`src/rtl/rstk_pkg.sv`:
```
package rstk_pkg;

  typedef struct packed {
    logic call;
    logic ret;
  } rstk_cls_t;

  function automatic logic rstk_is_link(input logic [4:0] r);
    return (r == 5'd1) || (r == 5'd5);
  endfunction

  function automatic logic rstk_is_short(input logic [1:0] q);
    return q != 2'b11;
  endfunction

  // Byte distance to the next sequential instruction.
  function automatic logic [2:0] rstk_step(input logic [1:0] q);
    return rstk_is_short(q) ? 3'd2 : 3'd4;
  endfunction

  function automatic rstk_cls_t rstk_classify(input logic [31:0] ins);
    rstk_cls_t c;
    logic       sh;
    logic       jal32, jalr32, cjal, cjr, cjalr;
    logic [4:0] rd, rs1, crs2;
    sh     = rstk_is_short(ins[1:0]);
    rd     = ins[11:7];
    rs1    = ins[19:15];
    crs2   = ins[6:2];
    jal32  = !sh && (ins[6:0] == 7'b1101111);
    jalr32 = !sh && (ins[6:0] == 7'b1100111);
    cjal   = (ins[1:0] == 2'b01) && (ins[15:13] == 3'b001);
    cjr    = (ins[1:0] == 2'b10) && (ins[15:12] == 4'b1000) && (crs2 == 5'd0);
    cjalr  = (ins[1:0] == 2'b10) && (ins[15:12] == 4'b1001) && (crs2 == 5'd0)
             && (rd != 5'd0);
    c.ret  = (jalr32 && rstk_is_link(rs1) && (rs1 != rd))
             || ((cjr || cjalr) && rstk_is_link(rd));
    c.call = cjal || cjalr || ((jal32 || jalr32) && rstk_is_link(rd));
    return c;
  endfunction

endpackage

```
`src/rtl/rstk_classify.sv`:
```
module rstk_classify
  import rstk_pkg::*;
#(
  parameter int XLEN = 32
) (
  input  logic [31:0]     instr,
  input  logic [XLEN-1:0] pc,
  output logic            is_call,
  output logic            is_ret,
  output logic [XLEN-1:0] link_addr
);
  rstk_cls_t cls;
  logic      unused_imm;

  assign cls        = rstk_classify(instr);
  assign is_call    = cls.call;
  assign is_ret     = cls.ret;
  assign link_addr  = pc + XLEN'(rstk_step(instr[1:0]));
  assign unused_imm = ^instr[31:20];
endmodule

```
`src/rtl/rstk_lifo.sv`:
```
module rstk_lifo #(
  parameter int XLEN  = 32,
  parameter int CAP   = 1,
  parameter int CNT_W = $clog2(CAP + 1)
) (
  input  logic             clk,
  input  logic             rst_n,
  input  logic             clr,
  input  logic             pop,
  input  logic             push,
  input  logic [XLEN-1:0]  push_addr,
  output logic [XLEN-1:0]  top_addr,
  output logic [CNT_W-1:0] count,
  output logic             drop_oldest
);
  logic [XLEN-1:0]  mem_q [CAP];
  logic [CNT_W-1:0] cnt_q, cnt_mid, cnt_d;
  logic             full_mid;

  // Pop is resolved first; a push then sees the reduced count.
  always_comb begin
    cnt_mid     = (pop && (cnt_q != '0)) ? cnt_q - 1'b1 : cnt_q;
    full_mid    = (cnt_mid == CNT_W'(CAP));
    drop_oldest = push && full_mid && !clr;
    if (clr)                   cnt_d = '0;
    else if (push && !full_mid) cnt_d = cnt_mid + 1'b1;
    else                       cnt_d = cnt_mid;
  end

  always_comb begin
    top_addr = '0;
    for (int k = 0; k < CAP; k++)
      if (cnt_q == CNT_W'(k + 1)) top_addr = mem_q[k];
  end

  always_ff @(posedge clk or negedge rst_n)
    if (!rst_n) cnt_q <= '0;
    else        cnt_q <= cnt_d;

  // Slot 0 is the oldest entry; a full push shifts toward slot 0.
  for (genvar i = 0; i < CAP; i++) begin : g_slot
    if (i == CAP - 1) begin : g_last
      always_ff @(posedge clk or negedge rst_n)
        if (!rst_n) mem_q[i] <= '0;
        else if (!clr && push && (full_mid || cnt_mid == CNT_W'(i)))
          mem_q[i] <= push_addr;
    end else begin : g_mid
      always_ff @(posedge clk or negedge rst_n)
        if (!rst_n) mem_q[i] <= '0;
        else if (!clr && push) begin
          if (full_mid)                     mem_q[i] <= mem_q[i+1];
          else if (cnt_mid == CNT_W'(i))    mem_q[i] <= push_addr;
        end
    end
  end

  assign count = cnt_q;
endmodule

```
`src/rtl/rstk_predictor.sv`:
```
module rstk_predictor #(
  parameter int XLEN  = 32,
  parameter int DEPTH = 2,
  parameter int CAP   = DEPTH - 1,
  parameter int CNT_W = $clog2(CAP + 1)
) (
  input  logic             clk,
  input  logic             rst_n,
  input  logic             flush,
  input  logic             issue_valid,
  input  logic [XLEN-1:0]  issue_pc,
  input  logic [31:0]      issue_instr,
  output logic             cls_call,
  output logic             cls_ret,
  output logic             pred_valid,
  output logic [XLEN-1:0]  pred_target,
  output logic [CNT_W-1:0] occupancy
);
  logic [XLEN-1:0] link_addr, top_addr;
  logic            ev_pop, ev_push, ev_drop;
  logic            pv_q;
  logic [XLEN-1:0] pa_q;

  rstk_classify #(.XLEN(XLEN)) u_cls (
    .instr(issue_instr), .pc(issue_pc),
    .is_call(cls_call), .is_ret(cls_ret), .link_addr(link_addr)
  );

  // Named events for the checker.
  assign ev_pop  = issue_valid && cls_ret  && !flush;
  assign ev_push = issue_valid && cls_call && !flush;

  rstk_lifo #(.XLEN(XLEN), .CAP(CAP), .CNT_W(CNT_W)) u_lifo (
    .clk(clk), .rst_n(rst_n), .clr(flush), .pop(ev_pop), .push(ev_push),
    .push_addr(link_addr), .top_addr(top_addr), .count(occupancy),
    .drop_oldest(ev_drop)
  );

  // Prediction holds the most recently popped address.
  always_ff @(posedge clk or negedge rst_n)
    if (!rst_n) begin
      pv_q <= 1'b0;
      pa_q <= '0;
    end else if (flush) begin
      pv_q <= 1'b0;
      pa_q <= '0;
    end else if (ev_pop) begin
      pv_q <= (occupancy != '0);
      pa_q <= (occupancy != '0) ? top_addr : '0;
    end

  assign pred_valid  = pv_q;
  assign pred_target = pa_q;
endmodule

```
`config.mk`:
```
export PLATFORM = sky130hd
export DESIGN_NAME = rstk_predictor
export DESIGN_NICKNAME = d
export VERILOG_FILES = /design/src/rtl/rstk_pkg.sv /design/src/rtl/rstk_classify.sv /design/src/rtl/rstk_lifo.sv /design/src/rtl/rstk_predictor.sv
export SDC_FILE = /design/constraint.sdc
export NUM_CORES = 1
export LEC_CHECK = 0
export ABC_AREA = 1
export BUFFER_PORTS_ARGS = -buffer_cell sky130_fd_sc_hd__buf_2
export CELL_PAD_IN_SITES_DETAIL_PLACEMENT = 0
export CELL_PAD_IN_SITES_GLOBAL_PLACEMENT = 1
export CORE_ASPECT_RATIO = 1.2
export CORE_UTILIZATION = 40
export CTS_BUF_LIST = sky130_fd_sc_hd__clkbuf_8 sky130_fd_sc_hd__clkbuf_16
export CTS_CLUSTER_SIZE = 20
export DETAILED_ROUTE_END_ITERATION = 10
export GPL_ROUTABILITY_DRIVEN = 0
export GPL_TIMING_DRIVEN = 0
export PLACE_DENSITY_LB_ADDON = 0.1
export SLEW_MARGIN = 25
export SYNTH_ARGS = -nofsm -noshare
export SYNTH_HDL_FRONTEND = slang
export SYNTH_SLANG_ARGS = --single-unit
```
`constraint.sdc`:
```
create_clock -name clk -period 2.4 [get_ports clk]
set_input_delay 0.48 -clock clk [delete_from_list [all_inputs] [get_ports clk]]
set_output_delay 0.48 -clock clk [all_outputs]
set_load 0.005 [all_outputs]
```
### Yosys cells after proc, flatten, opt, wreduce, memory -nomap -nowiden

Index checks and enable logic that the tools add are counted.

* $add $sub $neg: 3
* equal/unequal tests: 13
* muxes and demuxes: 9
* reduce and logical (&&, ||, !) cells: 32

Operators by type and width (count)
* $mux 32: 3
* $add 32x3->32: 1
* $logic_and 1x1->1: 19
* $eq 7x7->1 const B: 2
* $eq 5x1->1 const B: 2
* $eq 5x3->1 const B: 2
* $eq 4x4->1 const B: 2
* $logic_or 1x1->1: 7
* $logic_not 5->1: 1
* $mux 1: 5
* $ne 5x5->1: 1
* $reduce_bool 5->1: 1
* $eq 3x1->1 const B: 1
* $logic_not 1->1: 3
* $mux 3: 1
* $eq 2x1->1 const B: 1
* $eq 2x2->1 const B: 1
* $ne 2x2->1 const B: 1
* $reduce_bool 2->1: 1
* $add 1x1->1 const B: 1
* $sub 1x1->1 const B: 1

* register bits after elaboration: 66
* bits of input ports: 68
* output and inout bits: 36
* word-level logic and storage cells: 61

### Depth between registers and ports, before layout

* depth after elaboration: 15
* gate-level depth with buffers: 14
* depth with buffers taken out: 14

### Cells and area by module

Synthesis repeated with hierarchy kept, for this count alone.

* cells, all modules: 677
* area total of the unflattened synthesis: 4663.2 um^2

Modules (own cells, without submodules)
* rstk_predictor: times used 1, cells each 219, area an instance 1849.3 um^2, seq. area each 825.8 um^2
* rstk_lifo: times used 1, cells each 214, area an instance 1657.8 um^2, seq. area each 825.8 um^2
* rstk_classify: times used 1, cells each 244, area an instance 1156.1 um^2, seq. area each 0.0 um^2

### Worst setup path before layout

OpenSTA, ideal clock, no wires.

* path kind: input to register
* from: in issue_instr[1]
* to: reg u_lifo.mem_q[17] (netlist name)
* arrival: 1.801 ns
* required time: 2.278 ns
* setup slack: 0.477 ns
* cell stages on the path: 9
* buffers on the path: 0
* cells stage by stage: nand2_2 > ha_1 > fa_1 > nand3_1 > inv_2 > nand2_1 > nor2_1 > xnor2_1 > o21ai_2

* cells in the longest elaborated chain, start to end: 9
* elaborated cells on any way between the ends: 21

RTL lines
* start: declaration: RTL line rstk_predictor.sv:12 `input logic [31:0] issue_instr,`
* branches (longest 9 deep; another with $add 32x3->32)
* end signal: indexed assignment: RTL line rstk_lifo.sv:46 `mem_q[i] <= push_addr;`
* end: declaration: RTL line rstk_lifo.sv:16 `logic [XLEN-1:0] mem_q [CAP];`

Several ways; the timed one is not identified.
A chain may end at the register's enable or synchronous reset.

### Final worst setup path

* from: in issue_instr[11]
* to: out cls_ret

* cells in the longest elaborated chain, start to end: 5
* elaborated cells on any way between the ends: 10

RTL lines
* $reduce_bool 5->1: RTL line rstk_pkg.sv:35 `&& (rd != 5'd0);`
* $logic_and 1x1->1: RTL line rstk_pkg.sv:35
* $logic_or 1x1->1: RTL line rstk_pkg.sv:37 `|| ((cjr || cjalr) && rstk_is_link(rd));`
* $logic_and 1x1->1: RTL line rstk_pkg.sv:37
* $logic_or 1x1->1 *: RTL line rstk_pkg.sv:37
* end: declaration: RTL line rstk_predictor.sv:14 `output logic cls_ret,`

Mark *: on every way between the ends. The rest lies on a longest branch, timed or not.

==> flow_summary_export.csv <==
group,metric,value,unit
worst_setup_path,r2r_slack,960,ps
sta,setup_viol_count_final,0,
synthesis,synthFlopType,"dfrtp_1",
synthesis,synth-edff-count,0,
finish,finalNetCount,678,
pwr,p_per_area,520.5,nW/µm²
placed_design,place_hpwl,7753,µm
sta,hold_viol,0,
floorplan,fp.coreArea,9034,µm²
worst_setup_path,worstReg2RegStart,"u_lifo.count",
placed_design,port_buffers,90,
worst_setup_path,endpoint,"cls_ret",
global_route,grt_remaining_overflow,0,
route,wl_per_cell,12.98,µm
finish,drive_above_1_share,21.57,%
global_route,grt_antenna_before_repair,0,
worst_setup_path,crit_required,1920,ps
pwr,p_switching,0.0006103,W
pwr,combinationalPowerShare,12.1,%
sta,period_share,83.52,%
clock_tree,cts_hold_buffers,0,
sta,rsz0062_at_grt,"no",
worst_setup_path,rr_worst_depth,5,
pwr,max-vdd-ir-drop,209.1,µV
sta,finalSetupTns,0,ps
sta,min_period,2005,ps
worst_setup_path,critPathCaptureType,"primary output",
clock_tree,tritoncts,"done",
synthesis,syn_area,3722,µm²
sta,slew_headroom,71.42,%
finish,design_area,4536,µm²
finish,area.growth.synth_to_final,21.85,%
clock_tree,cts-buffers-inserted,9,
pwr,power.internal,0.001750,W
pwr,p_leak,2.495,nW
worst_setup_path,path_class,"in -> out",
hold_path,worstHoldPathType,"in -> async",
synthesis,syn_nets,576,
synthesis,netlist_instances,505,
clock_tree,htree_num_levels,3,
clock_tree,clock-sinks,66,
global_route,grt_pass1_wl,15750,µm
floorplan,die_y,107.7,µm
route,drtPass1Iterations,4,
synthesis,ys_seq_area_share,44.37,%
clock_tree,cts_root_buf,"clkbuf_8",
clock_tree,path_clk_slew,70,ps
route,drc,0,
floorplan,die_area,9697,µm²
run,max-cap-violations,0,
sta,max_freq,498.9,MHz
synthesis,synth.avg_cell_area,7.371,µm²
route,drt-total-wl,9501,µm
pwr,power_switching_share,25.85,%
synthesis,ys_warn_count,0,
route,via_per_inst,4.768,
global_route,grt_pass1_vias,3340,
floorplan,core.rowCount,38,
sta,skew,5.923,ps
clock_tree,insertion_delay,340,ps
worst_setup_path,startpoint_type,"input port",
placed_design,place_area,4353,µm²
clock_tree,cts_resized,0,
finish,postLayoutCoreUtil,50.21,%
route,ant_nets,0,
pwr,p_clk_share,35.4,%
synthesis,synthArstFlopShare,100.0,%
clock_tree,cts_setup_buffers,0,
worst_setup_path,critPathMaxFanout,10,
pwr,power_frac_seq,52.5,%
synthesis,yosysUniqueCellTypes,25,
run_status,status,"finished clean",
finish,diodes,0,
floorplan,die_w,90.06,µm
worst_setup_path,worstPathArrival,1520,ps
sta,worst_pin_slew,428.7,ps
worst_setup_path,crit-reg2reg-capture,"pred_target[15]",
synthesis,ys_ff_latch,66,
route,num_vias,3490,
global_route,grt_use_total,20.61,%
sta,drv_slew,0,
floorplan,initial_core_util,41.20,%
floorplan,io-pin-count,104,
worst_setup_path,crit_path_start,"issue_instr[11]",
route,drt-initial-drc-count,177,
global_route,grt_max_degree,48,
clock_tree,cts_buffer_depth,2,
## worst min path at each step
| stage | start | end | slack [ps] | cells past startpoint |
|---|---|---|---|---|
| 5_1_grt | rst_n | pred_target[15] | 30 | 1 |
| 6_report | rst_n | pred_target[15] | 20 | 1 |
| 3_5_place_dp | rst_n | pred_target[16] | 380 | 1 |
| 2_1_floorplan | rst_n | pred_target[0] | 180 | 0 |
| 3_3_place_gp | u_lifo.mem_q[25] | u_lifo.mem_q[25] | 470 | 2 |
| 4_1_cts | rst_n | pred_target[15] | 10 | 1 |
## Yosys cell counts, types with 6 or more instances
cell type	number	share of area, %
buf_6	6	1.8
clkbuf_1	9	0.91
dfrtp_1	66	44
inv_1	21	2.1
nand2_1	202	20
nand3_1	45	6.1
nand3b_1	12	2.4
nand4_1	33	5.5
nor2_1	54	5.4
o21ai_0	9	1.2
xnor2_1	9	2.1
xor2_1	7	1.6
## placed cells by master (no fill, tap or decap), types with 3 or more instances in the layout
cell type,n
nand2_1,202
buf_2,92
dfrtp_1,66
nor2_1,54
nand3_1,45
nand4_1,33
inv_1,23
nand3b_1,12
clkbuf_8,12
xnor2_1,9
clkbuf_1,9
o21ai_0,9
xor2_1,7
buf_6,6
buf_4,5
nand2_2,4
o21ai_1,4
inv_2,3
nor3_1,3
nor2_2,3
## layout make-up
type                            count  area, µm²
Fill cell                         952       4498
Tap cell                          120      150.1
Sequential cell                    66       1652
Inverter                           25      93.84
Clock inverter                      4      17.52
Multi-Input combinational cell    392       1831
Buffer                             22      146.4
Timing Repair Buffer               91      480.5
Clock buffer                       12      165.2
## layer usage
metal  GRT usage (%)  up-vias  wire, µm
li1                -     1836         -
met4           5.530        0       106
met3           3.178        9       332
met5               0        -         0
met1           26.84     1560      4552
met2           35.66       85      4509
## cell families after synthesis
logic type / after synthesis / synth area share [%]
simple gates: 358 / 41.98
flops: 66 / 44.37
buf+inv: 47 / 6.454
xor+xnor: 16 / 3.765
compound gates: 15 / 2.219
fa+ha+maj: 3 / 1.210
## metrics by stage
step / hold slack [ps] / setup slack (ps) / power, W / cells
4_1_cts: 12.54 / 373.9 / 0.002385 / 732
6_report: 18.15 / 395.4 / 0.002361 / 732
3_3_place_gp: 466.2 / 25.93 / 0.001531 / 715
2_1_floorplan: 184.4 / 477.4 / 0.001394 / 505
3_5_place_dp: 383.5 / 12.26 / 0.001546 / 716
5_1_grt: 26.46 / 213.5 / 0.002473 / 732
## power groups by stage
stage / registers [W] / logic, W / clock network (W)
after global placement: 0.00126 / 0.000275 / 0
after CTS: 0.00124 / 0.000289 / 0.000858
after global routing: 0.00124 / 0.000329 / 0.000900
after detailed placement: 0.00126 / 0.000288 / 0
after floorplan: 0.00124 / 0.000154 / 0
final: 0.00124 / 0.000285 / 0.000836
## state kept, by name (all words and copies together), names as in the netlist
name / cells
pred_target: 32
u_lifo.mem_q: 32
u_lifo.count: 1
pred_valid: 1
## worst max-delay path, cell delays in order
cell and delay [ps]:
buf_2 100, nor2_1 140, nand3_1 110, inv_1 90, nand3_1 90, nand2_2 200, buf_4 200, buf_2 120
Power figures use the tool's default switching activity.
